## src/rtl/rtmr_pkg.sv

```systemverilog
package rtmr_pkg;
  typedef struct packed {
    logic cntWr;    // bus writes counter (and reload)
    logic rldWr;    // bus writes reload only
    logic ctlWr;    // bus writes control
    logic countEn;  // one-cycle count strobe
  } tmrStrobes_t;

  localparam logic [1:0] ADDR_CNT = 2'd0;
  localparam logic [1:0] ADDR_RLD = 2'd1;
  localparam logic [1:0] ADDR_CTL = 2'd2;
endpackage

```

## src/rtl/rtmr_ctrl.sv

```systemverilog
module rtmr_ctrl
  import rtmr_pkg::*;
#(
  parameter int SEL_W       = 3,
  parameter int SYNC_STAGES = 2
) (
  input  logic             clk,
  input  logic             rstN,
  input  logic             busWe,
  input  logic [1:0]       busAddr,
  input  logic             wrLevel,
  input  logic             wrRun,
  input  logic [SEL_W-1:0] wrSel,
  input  logic             extCountIn,
  input  logic             wrapEvent,
  output tmrStrobes_t      strobes,
  output logic             timerLevel,
  output logic             runBit,
  output logic [SEL_W-1:0] clkSel
);
  localparam int NUM_SRC = 1 << SEL_W;
  localparam int DIV_SRC = NUM_SRC - 1;
  localparam int PRESC_W = DIV_SRC - 1;

  logic [PRESC_W-1:0]     presc;
  logic [NUM_SRC-1:0]     srcTick;
  logic [SYNC_STAGES-1:0] syncQ;
  logic                   extPrev;
  logic                   extRise;

  // free-running prescaler
  always_ff @(posedge clk or negedge rstN) begin
    if (!rstN) presc <= '0;
    else       presc <= presc + 1'b1;
  end

  assign srcTick[0] = 1'b1;
  generate
    for (genvar k = 1; k < DIV_SRC; k++) begin : g_div
      assign srcTick[k] = &presc[k-1:0];
    end
  endgenerate

  // external input: synchronizer and rising-edge detect
  always_ff @(posedge clk or negedge rstN) begin
    if (!rstN) begin
      syncQ   <= '0;
      extPrev <= 1'b0;
    end else begin
      syncQ   <= {syncQ[SYNC_STAGES-2:0], extCountIn};
      extPrev <= syncQ[SYNC_STAGES-1];
    end
  end
  assign extRise = syncQ[SYNC_STAGES-1] & ~extPrev;
  assign srcTick[NUM_SRC-1] = extRise;

  // bus decode and count strobe
  always_comb begin
    strobes.cntWr   = busWe && (busAddr == ADDR_CNT);
    strobes.rldWr   = busWe && (busAddr == ADDR_RLD);
    strobes.ctlWr   = busWe && (busAddr == ADDR_CTL);
    strobes.countEn = runBit && srcTick[clkSel];
  end

  // control register; software write beats hardware toggle
  always_ff @(posedge clk or negedge rstN) begin
    if (!rstN) begin
      timerLevel <= 1'b0;
      runBit     <= 1'b0;
      clkSel     <= '0;
    end else if (strobes.ctlWr) begin
      timerLevel <= wrLevel;
      runBit     <= wrRun;
      clkSel     <= wrSel;
    end else if (wrapEvent) begin
      timerLevel <= ~timerLevel;
    end
  end

  AST_EXT_SINGLE_EDGE: assert property (@(posedge clk) disable iff (!rstN)
    extRise |=> !extRise);
  AST_SW_PRIORITY: assert property (@(posedge clk) disable iff (!rstN)
    strobes.ctlWr |=> timerLevel == $past(wrLevel));
  AST_TOGGLE_ON_WRAP: assert property (@(posedge clk) disable iff (!rstN)
    (wrapEvent && !strobes.ctlWr) |=> timerLevel != $past(timerLevel));
endmodule

```

## src/rtl/rtmr_datapath.sv

```systemverilog
module rtmr_datapath
  import rtmr_pkg::*;
#(
  parameter int DATA_W = 8
) (
  input  logic              clk,
  input  logic              rstN,
  input  tmrStrobes_t       strobes,
  input  logic [DATA_W-1:0] wrData,
  output logic [DATA_W-1:0] cntQ,
  output logic [DATA_W-1:0] rldQ,
  output logic              wrapEvent,
  output logic              irqPulse,
  output logic              baudTick
);
  localparam logic [DATA_W-1:0] CNT_MAX = '1;

  assign wrapEvent = strobes.countEn && !strobes.cntWr && (cntQ == CNT_MAX);

  always_ff @(posedge clk or negedge rstN) begin
    if (!rstN)                cntQ <= '0;
    else if (strobes.cntWr)   cntQ <= wrData;
    else if (strobes.countEn) cntQ <= (cntQ == CNT_MAX) ? rldQ : cntQ + 1'b1;
  end

  always_ff @(posedge clk or negedge rstN) begin
    if (!rstN)                                rldQ <= '0;
    else if (strobes.cntWr || strobes.rldWr)  rldQ <= wrData;
  end

  always_ff @(posedge clk or negedge rstN) begin
    if (!rstN) begin
      irqPulse <= 1'b0;
      baudTick <= 1'b0;
    end else begin
      irqPulse <= wrapEvent;
      baudTick <= wrapEvent;
    end
  end

  AST_RELOAD_ON_WRAP: assert property (@(posedge clk) disable iff (!rstN)
    wrapEvent |=> cntQ == $past(rldQ));
  AST_CNT_MIRROR: assert property (@(posedge clk) disable iff (!rstN)
    strobes.cntWr |=> (cntQ == rldQ) && (cntQ == $past(wrData)));
  AST_HALT_HOLDS: assert property (@(posedge clk) disable iff (!rstN)
    (!strobes.countEn && !strobes.cntWr) |=> cntQ == $past(cntQ));
  AST_IRQ_AFTER_WRAP: assert property (@(posedge clk) disable iff (!rstN)
    wrapEvent |=> irqPulse && baudTick);
endmodule

```

## src/rtl/reload_timer.sv

```systemverilog
module reload_timer
  import rtmr_pkg::*;
#(
  parameter int SYNC_STAGES = 2
) (
  input  logic       clk,
  input  logic       rstN,
  input  logic       busWe,
  input  logic [1:0] busAddr,
  input  logic [7:0] busWdata,
  output logic [7:0] busRdata,
  input  logic       extCountIn,
  output logic       timerOut,
  output logic       irqPulse,
  output logic       baudTick
);
  localparam int DATA_W = 8;
  localparam int SEL_W  = 3;

  tmrStrobes_t       strobes;
  logic              wrapEvent;
  logic              runBit;
  logic [SEL_W-1:0]  clkSel;
  logic [DATA_W-1:0] cntQ;
  logic [DATA_W-1:0] rldQ;

  rtmr_ctrl #(.SEL_W(SEL_W), .SYNC_STAGES(SYNC_STAGES)) ctrl_i (
    .clk        (clk),
    .rstN       (rstN),
    .busWe      (busWe),
    .busAddr    (busAddr),
    .wrLevel    (busWdata[7]),
    .wrRun      (busWdata[3]),
    .wrSel      (busWdata[2:0]),
    .extCountIn (extCountIn),
    .wrapEvent  (wrapEvent),
    .strobes    (strobes),
    .timerLevel (timerOut),
    .runBit     (runBit),
    .clkSel     (clkSel)
  );

  rtmr_datapath #(.DATA_W(DATA_W)) dp_i (
    .clk       (clk),
    .rstN      (rstN),
    .strobes   (strobes),
    .wrData    (busWdata),
    .cntQ      (cntQ),
    .rldQ      (rldQ),
    .wrapEvent (wrapEvent),
    .irqPulse  (irqPulse),
    .baudTick  (baudTick)
  );

  always_comb begin
    unique case (busAddr)
      ADDR_CNT: busRdata = cntQ;
      ADDR_RLD: busRdata = rldQ;
      ADDR_CTL: busRdata = {timerOut, 3'b111, runBit, clkSel};
      default:  busRdata = '0;
    endcase
  end

  AST_FIXED_CTL_BITS: assert property (@(posedge clk) disable iff (!rstN)
    (busAddr == ADDR_CTL) |-> busRdata[6:4] == 3'b111);
endmodule

```

## config.mk

```make
export PLATFORM = sky130hd
export DESIGN_NAME = reload_timer
export DESIGN_NICKNAME = d
export VERILOG_FILES = /design/src/rtl/rtmr_pkg.sv /design/src/rtl/rtmr_ctrl.sv /design/src/rtl/rtmr_datapath.sv /design/src/rtl/reload_timer.sv
export SDC_FILE = /design/constraint.sdc
export NUM_CORES = 1
export LEC_CHECK = 0
export ABC_AREA = 1
export BUFFER_PORTS_ARGS = -buffer_cell sky130_fd_sc_hd__buf_2
export CAP_MARGIN = 30
export CORE_MARGIN = 3
export CORE_UTILIZATION = 40
export CTS_CLUSTER_SIZE = 20
export DETAILED_ROUTE_END_ITERATION = 10
export PLACE_DENSITY = 0.63
export RECOVER_POWER = 50
export REMOVE_ABC_BUFFERS = 1
export SLEW_MARGIN = 10
export SYNTH_ARGS = -nofsm -noshare
export SYNTH_HDL_FRONTEND = slang
export SYNTH_SLANG_ARGS = --single-unit
```

## constraint.sdc

```tcl
create_clock -name clk -period 2.8 [get_ports clk]
set_input_delay 0.56 -clock clk [delete_from_list [all_inputs] [get_ports clk]]
set_output_delay 0.56 -clock clk [all_outputs]
set_load 0.01 [all_outputs]
```

# Yosys cells after proc, flatten, opt, wreduce, memory -nomap -nowiden
# Index checks and enable logic that the tools add are counted.
# totals
ff_bits	31
input_bits	14
out_inout_bits	11
wordCells	42
# op_classes
order_cmp	1
addsub	2
n_bitwise	3
reduce_logical	16
mux	8
n_eq_ne	3
# op_table
operator	count
8-bit two-way mux	3
8-bit case mux with 3 select lines	1
8-bit by 1-bit adder with 8-bit output, second input constant	1
8-bit == test, second input constant	1
6-bit by 1-bit adder with 6-bit output, second input constant	1
1-bit logical AND	6
6-bit AND reduction	1
5-bit AND reduction	1
3-bit by 4-bit less-than comparator with 1-bit output, second input constant	1
4-bit AND reduction	1
2-bit nonzero test	2
1-bit binary-select mux with 3-bit select	1
1-bit two-way mux	3
3-bit AND reduction	1
2-bit by 1-bit == test with 1-bit output, second input constant	1
2-bit == test, second input constant	1
2-bit logical NOT	1
1-bit NOT	2
2-bit AND reduction	1
1-bit AND	1
1-bit logical NOT	1
1-bit logical OR	1

# Logic depth before layout (Yosys ltp)
# Gate-level depths: netlist of run 1.
# logic_depth
depth_word	9
mapped_depth	15
depth_no_buf	15

# Hierarchy
# A second synthesis of run 1 with hierarchy kept.
# unflattened
hier_cells	207
hier_area_um2	1789.2
# by_module_without_submodules
mod	n_inst	cells_per_inst	seq_area_each_um2	area_each_um2
rtmr_datapath	1	107	425.4	985.9
rtmr_ctrl	1	65	350.3	611.8
reload_timer	1	35	0.0	191.4

# Worst setup path after synthesis of run 1
# No wires, ideal clock.
# synth_path
path_type	register to register
from	register ctrl_i.presc[0]
to	register dp_i.cntQ[7]
slack_ns	1.124
required_time_ns	2.735
synth_period_minus_slack_ns	1.676
arrival_time_ns	1.611
setup_time_ns	0.065
stages_incl_launch_ff	16
n_path_buf	0
path_cell_list	dfrtp_1 > ha_1 > nand3_1 > inv_1 > ha_1 > inv_1 > nand2_1 > nand3_1 > nand2_1 > nor2_2 > nor2_4 > nand2_4 > nand2_4 > inv_6 > nand2_1 > nand2_1
# synth_via
elab_chain_len	5
word_cells_on_any_way	9
cone_classes	mux: 2; reduce/logical: 7
# synth_rtl
item	line_no	source
start, declared	rtmr_ctrl.sv:25	logic [PRESC_W-1:0] presc;
start signal, assigned	rtmr_ctrl.sv:34	else presc <= presc + 1'b1;
6-bit AND reduction (tied with other cells)	rtmr_ctrl.sv:40	assign srcTick[k] = &presc[k-1:0];
1-bit binary-select mux with 3-bit select *	rtmr_ctrl.sv:62	strobes.countEn = runBit && srcTick[clkSel];
1-bit two-way mux (not written as such) *	rtmr_ctrl.sv:62	
1-bit logical AND *	rtmr_ctrl.sv:62	
2-bit nonzero test (no line) *	n/a	
end signal, assigned	rtmr_datapath.sv:22	else if (strobes.cntWr) cntQ <= wrData;
end signal, assigned	rtmr_datapath.sv:23	else if (strobes.countEn) cntQ <= (cntQ == CNT_MAX) ? rldQ : cntQ + 1'b1;
end, declared	rtmr_datapath.sv:10	output logic [DATA_W-1:0] cntQ,
# Every way passes the cells marked *; elsewhere a longest branch is shown, timed or not. The select of a mux whose other input is x is not followed.
# A chain may end at the register's enable or synchronous reset.

# Worst setup path after layout of run 1
# layout_path
from	input busAddr[0]
to	output busRdata[7]
# layout_via
elab_chain_len	2
word_cells_on_any_way	4
cone_classes	eq/ne: 2; mux: 1; reduce/logical: 1
# layout_rtl
item	line_no	source
start, declared	reload_timer.sv:9	input logic [1:0] busAddr,
2-bit == test (tied with other cells)	reload_timer.sv:56	unique case (busAddr)
8-bit case mux with 3 select lines *	reload_timer.sv:56	
end, declared	reload_timer.sv:11	output logic [7:0] busRdata,
# Every way passes the cells marked *; elsewhere a longest branch is shown, timed or not.

==> reports/qor.txt, run 1 <==
F_max: 0.483 GHz
PortBufs: 24
Clock Power Share: 33.3%
Post-detail-place hpwl: 2.86 mm
Skew-Pair Late Insertion Delay: 0.29 ns
Final worst path period need: 2.07 ns
Cell Rows: 23
Total Routing Usage GR: 16.8%
Via-to-Cell Ratio: 5.08
TritonCTS clock tree: built
Final wirelength: 3.95 mm
Final setup violation count: 0
Initial antenna violation count: 0
# diodes: 0
Clock slew at reported path FFs: 0.06 ns
Critical Path Source Type: primary input
Seq cells post-synth: 31
Setup Buffers After CTS: 0
Total congestion overflow: 0
Critical path depth in cells: 6
Post-synthesis cell type count: 27
Post_cts resized: 0
Clock Tree Buf Depth: 2
Core area: 0.00412 mm²
# DRC: 0
Outcome: finished, violations left
Least-Margin Pin Slew: 1.69 ns
VDD IR max: 0.000287 V
Vias in the first global route: 1380
Power density over cell area: 777 mW/mm²
Maxcap violations: 1
Worst Path Required: 2.24 ns
Layout area overhead: 16.6%
Clk sinks: 31
Seq/Total Area, Yosys: 44.2%
Number of H-tree levels: 2
First-pass GRT wire length: 6.64 mm
Die ar.: 0.00522 mm²
CTS Buf Count: 5
Critical path buffers and inverters: 4
Largest net degree at the start of global routing: 32
Starting Density: 42.6%
Pleak: 0.00107 µW
Final #Nets: 256
ANT nets after route: 0
Routed length per instance: 13.7 µm
Endpoint class of the critical path: output port
Clk_skew: 0.00770 ns
Root Buffer: clkbuf_8
Commonest non-fill, non-tap cell in the layout: nand2_1
Hold Crit Depth: 0
Pre-CTS setup slack: 0.795 ns
Depth of the worst register-to-register path: 15
Failing checks: max-capacitance violations, max-slew violations
Die width: 72.2 µm
Worst hold path class: flop to flop
Cell internal pwr: 1060 µW
Ratio of final minimum period to clock period: 73.9%
Die Ht: 72.2 µm
Total power: 1590 µW
Crit Path Category: primary input to output port
Most frequent cells in the layout: nand2_1 (59), dfrtp_1 (31), inv_1 (27)
Worst hold slack: 0.353 ns
Mapped Area: 0.00175 mm²
Share of layout cells above drive strength 1: 25.1%
Arrival time worst endpoint: 1.51 ns
I/O Pins: 25
Switching share of power: 33.4%
Final Max Tran Viols: 32
Vias: 1467
Post-CTS Hold Buffers: 0
Worst path max stage delay: 0.25 ns
Gpl congestion: 0.788
Cells after synthesis: 211
Slew headroom: -12.8%
Net Switching: 532 µW
Logic pwr share: 26.8%
Synth warn: 0
Final setup margin: 0.731 ns
Seq pwr share: 39.9%
Endpoints failing hold: 0
RSZ-0062 raised after global routing: false
Pre-Repair DR Iteration Count: 4
Slowest cell on crit path: o221ai_1
1st-iter DRT viols: 84
Mean Syn Cell Area: 8.31 µm²
Crit-path max FO: 6
Worst path top cell family by delay: buffers and inverters
Crit-path cells: buf_2 -> inv_1 -> nor2_2 -> inv_1 -> o221ai_1 -> buf_2
Setup TNS: 0 ns
-- cell type report --
| cell class | instances | area (µm²) |
|---|---|---|
| Tap cell | 50 | 62.6 |
| Clock inverter | 2 | 60.1 |
| Timing Repair Buffer | 24 | 119 |
| Sequential cell | 31 | 776 |
| Inverter | 31 | 123 |
| Clock buffer | 6 | 72.6 |
| Multi-Input combinational cell | 145 | 833 |
| Fill cell | 402 | 2070 |
-- Yosys cell counts (all sizes together) --
library cell	instances	area share, %
xor2	4	2.0
o221ai	8	4.0
nor2	15	5.1
inv	30	6.7
o21ai	16	4.8
nand4	3	1.9
dfrtp	31	44
nand2	69	17
a21oi	7	2.0
clkinv	1	0.29
nand3	16	6.6
ha	4	2.9
buf	4	1.3
o211ai	1	0.43
xnor2	1	0.50
o22ai	1	0.36
-- sequential cells by signal, indices dropped and copies added, names as in the netlist --
name               flops
ctrl_i.clkSel          3
ctrl_i.extPrev         1
ctrl_i.presc           6
ctrl_i.runBit          1
ctrl_i.syncQ           2
ctrl_i.timerLevel      1
dp_i.baudTick          1
dp_i.cntQ              8
dp_i.rldQ              8
-- per-stage QoR --
stage,std cells,instance area (µm²),utilization (%)
finish,289,2050,49.7
global route,289,2050,49.7
CTS,289,2050,49.7
detailed placement,281,1910,46.5
global placement,281,1910,46.5
floorplan,207,1730,-
-- per-layer routing --
metal	global-route usage, %	part of all wire, %	vias to the layer above
li1	-	-	742
met1	23.6	49	685
met2	24.6	44	33
met3	3.74	5.2	7
met4	8.14	2.2	0
met5	0	0	-
-- cell families (layout without fill, tap and decap cells) --
group	Yosys count	in the layout	synth area share [%]
AO/OA/AOI/OAI	33	33	11.6
XOR/XNOR	5	5	2.50
flip-flops	31	31	44.2
buffers and inverters	35	63	8.27
AND/OR/NAND/NOR	103	103	30.6
adder cells (fa/ha/maj)	4	4	2.85
-- power groups by stage --
| stage | logic, µW | clock network, µW | registers [µW] |
|---|---|---|---|
| 3_5_place_dp | 426 | 0 | 641 |
| 5_1_grt | 482 | 561 | 649 |
| 6_report | 427 | 529 | 634 |
| 4_1_cts | 431 | 541 | 632 |
| 2_1_floorplan | 319 | 0 | 619 |
| 3_3_place_gp | 418 | 0 | 643 |
-- worst paths after layout --
kind | end | from | slack, ns
worst min-delay path | ctrl_i.syncQ[1] | ctrl_i.syncQ[0] | 0.35
max in group asynchronous | dp_i.rldQ[1] | rstN | 1.12
worst min register to register | ctrl_i.syncQ[1] | ctrl_i.syncQ[0] | 0.35
min in group asynchronous | dp_i.rldQ[5] | rstN | 0.70
worst max-delay path | busRdata[7] | busAddr[0] | 0.73
worst max register to register | dp_i.cntQ[5] | ctrl_i.presc[0] | 0.94
Power figures use the tool's default switching activity.
==> run 2: changes to the inputs <==
clock period = 2.1 ns   (was 2.8 ns; I/O delays follow)
==> run 2 against run 1 <==
Net effect:
- the run still ends with max-capacitance violations, max-slew violations left
- critical path depth grew 9
- clock power fell by 1%
- count of clock-buffer cells in the layout increased by 2
- global-route usage rose by 0.83 points
- final cell count unchanged
- critical endpoint is now dp_i.cntQ[7]
- hold slack lost 0.12 ns
- die area unchanged
- sequential share of layout area grew 0.61 points
- worst setup slack worse by 0.47 ns
==> reports/qor.txt, run 2 (synthesis results as in run 1) <==
Least-Margin Pin Slew: 1.79 ns (+0.0976 ns)
Depth of the worst register-to-register path: 15 (unchanged)
Outcome: finished, violations left
# DRC: 0 (unchanged)
Critical path buffers and inverters: 3 (-1)
RSZ-0062 raised after global routing: false
Post-CTS Hold Buffers: 0 (unchanged)
Via-to-Cell Ratio: 5.06 (-0.27%)
Worst path top cell family by delay: simple AND/OR/NAND/NOR gates
Core area: 0.00412 mm² (unchanged)
Layout area overhead: 14.8%
Share of layout cells above drive strength 1: 25.1% (unchanged)
Clk_skew: 0.00247 ns (-0.00523 ns)
PortBufs: 24 (unchanged)
F_max: 0.545 GHz
Total Routing Usage GR: 17.7% (+0.83 points)
Critical Path Source Type: flop
I/O Pins: 25 (unchanged)
Final worst path period need: 1.84 ns
First-pass GRT wire length: 6.89 mm (+3.6%)
Crit-path most repeated cell: nand2_1
Die ar.: 0.00522 mm² (unchanged)
Number of H-tree levels: 2 (unchanged)
Vias in the first global route: 1430 (+3.6%)
Worst Hold End: ctrl_i.syncQ[0]
Starting Density: 42.6% (unchanged)
TritonCTS clock tree: built
Arrival time worst endpoint: 2.07 ns (+0.56 ns)
Setup Buffers After CTS: 0 (unchanged)
Pleak: 0.00105 µW (-1.3%)
VDD IR max: 0.000422 V (+47%)
Largest net degree at the start of global routing: 32 (unchanged)
Pre-Repair DR Iteration Count: 4 (unchanged)
Min-delay src: extCountIn
Post-detail-place hpwl: 2.90 mm (+1.5%)
Worst hold path class: primary input to flop
Endpoints failing hold: 0 (unchanged)
1st-iter DRT viols: 81 (-3.6%)
Final wirelength: 4.10 mm (+3.8%)
Final #Nets: 256 (unchanged)
# diodes: 0 (unchanged)
Hold Crit Depth: 1 (+1)
Reg2reg start: ctrl_i.presc[0]
Clock slew at reported path FFs: 0.06 ns (about the same)
Worst Path Required: 2.33 ns (+0.09 ns)
Total congestion overflow: 0 (unchanged)
Worst hold slack: 0.232 ns (-0.121 ns)
Final setup violation count: 0 (unchanged)
Die width: 72.2 µm (unchanged)
Crit Path Category: flop to flop
Clk sinks: 31 (unchanged)
Setup TNS: 0 ns (unchanged)
Routed length per instance: 14.2 µm (+3.8%)
Gpl congestion: 0.822 (+4.4%)
Crit-path cells: ha_1 -> nand3_1 -> inv_1 -> ha_1 -> inv_1 -> nand2_1 -> nand3_1 -> nand2_1 -> nor2_2 -> nor2_4 -> nand2_4 -> nand2_4 -> inv_6 -> nand2_1 -> nand2_1
Top flop regs: dp_i.cntQ: 8 flops, dp_i.rldQ: 8 flops, ctrl_i.presc: 6 flops
Final Max Tran Viols: 32 (unchanged)
Endpoint class of the critical path: flop
CTS Buf Count: 5 (unchanged)
Worst R2R End: dp_i.cntQ[7]
Root Buffer: clkbuf_8
Initial antenna violation count: 0 (unchanged)
Skew-Pair Late Insertion Delay: 0.29 ns (about the same)
Worst path max stage delay: 0.39 ns (+0.14 ns)
Ratio of final minimum period to clock period: 87.4%
Power density over cell area: 961 mW/mm² (+24%)
Slowest cell on crit path: dfrtp_1
Clock Tree Buf Depth: 2 (unchanged)
Failing checks: max-capacitance violations, max-slew violations
R2R setup slack: 0.26 ns (-0.68 ns)
ANT nets after route: 0 (unchanged)
Maxcap violations: 1 (unchanged)
Total power: 1940 µW (+22%)
Vias: 1463 (-0.27%)
Commonest non-fill, non-tap cell in the layout: nand2_1
Layout fillers: 401 (-0.25%)
Crit-path max FO: 7 (+1)
Most frequent cells in the layout: nand2_1 (59), dfrtp_1 (31), inv_1 (27)
Slew headroom: -19.3% (-6.5 points)
Post_cts resized: 0 (unchanged)
Cell Rows: 23 (unchanged)
Die Ht: 72.2 µm (unchanged)
==> run 2: per-stage QoR <==
step | area [µm²] | utilization [%] | setup slack, ns | cells
global route | 2010 | 48.9 | 0.120 | 289
global placement | 1910 | 46.5 | 0.275 | 281
floorplan | 1730 | - | 0.424 | 207
CTS | 2010 | 49.0 | 0.249 | 289
detailed placement | 1910 | 46.5 | 0.274 | 281
finish | 2010 | 48.9 | 0.264 | 289
==> run 2: layout make-up <==
cell class              count  area, µm²  share of cell area, %
multi-input cells         145        833                   41.4
inverters                  31        123                   6.09
well taps                  50       62.6                   3.11
clock buffers               8        100                   4.97
flip-flops and latches     31        776                   38.5
repair buffers             24        119                   5.90
==> run 2: worst register-to-register path: stages (launching register included) <==
cell,delay [ns]
dfrtp_1,0.39
ha_1,0.23
nand3_1,0.11
inv_1,0.05
ha_1,0.18
inv_1,0.05
nand2_1,0.04
nand3_1,0.07
nand2_1,0.06
nor2_2,0.16
nor2_4,0.06
nand2_4,0.08
nand2_4,0.09
inv_6,0.11
nand2_1,0.06
nand2_1,0.06
==> run 2: where the power goes <==
group / internal, µW / leakage (µW) / switching [µW]
clock network: 299 / 0.0000515 / 225
registers: 713 / 0.000374 / 133
logic: 224 / 0.000629 / 342
total: 1240 / 0.00105 / 700
==> run 2: worst max path at each step <==
stage                               start            to  slack (ns)  cells past startpoint
final                     ctrl_i.presc[0]  dp_i.cntQ[7]        0.26                     15
after global routing      ctrl_i.presc[0]  dp_i.cntQ[7]        0.12                     15
after CTS                 ctrl_i.presc[0]  dp_i.cntQ[7]        0.25                     15
after detailed placement  ctrl_i.presc[0]  dp_i.cntQ[7]        0.27                     15
after global placement    ctrl_i.presc[0]  dp_i.cntQ[7]        0.27                     15
after floorplan           ctrl_i.presc[0]  dp_i.cntQ[7]        0.42                     15
==> run 2: routing by layer <==
metal / up-vias / global-route usage (%) / routed length, µm
met2: 33 / 25.6 / 1790
met4: 0 / 6.68 / 85
met3: 8 / 5.26 / 186
li1: 736 / - / -
met5: - / 0 / 0
met1: 686 / 24.8 / 2040
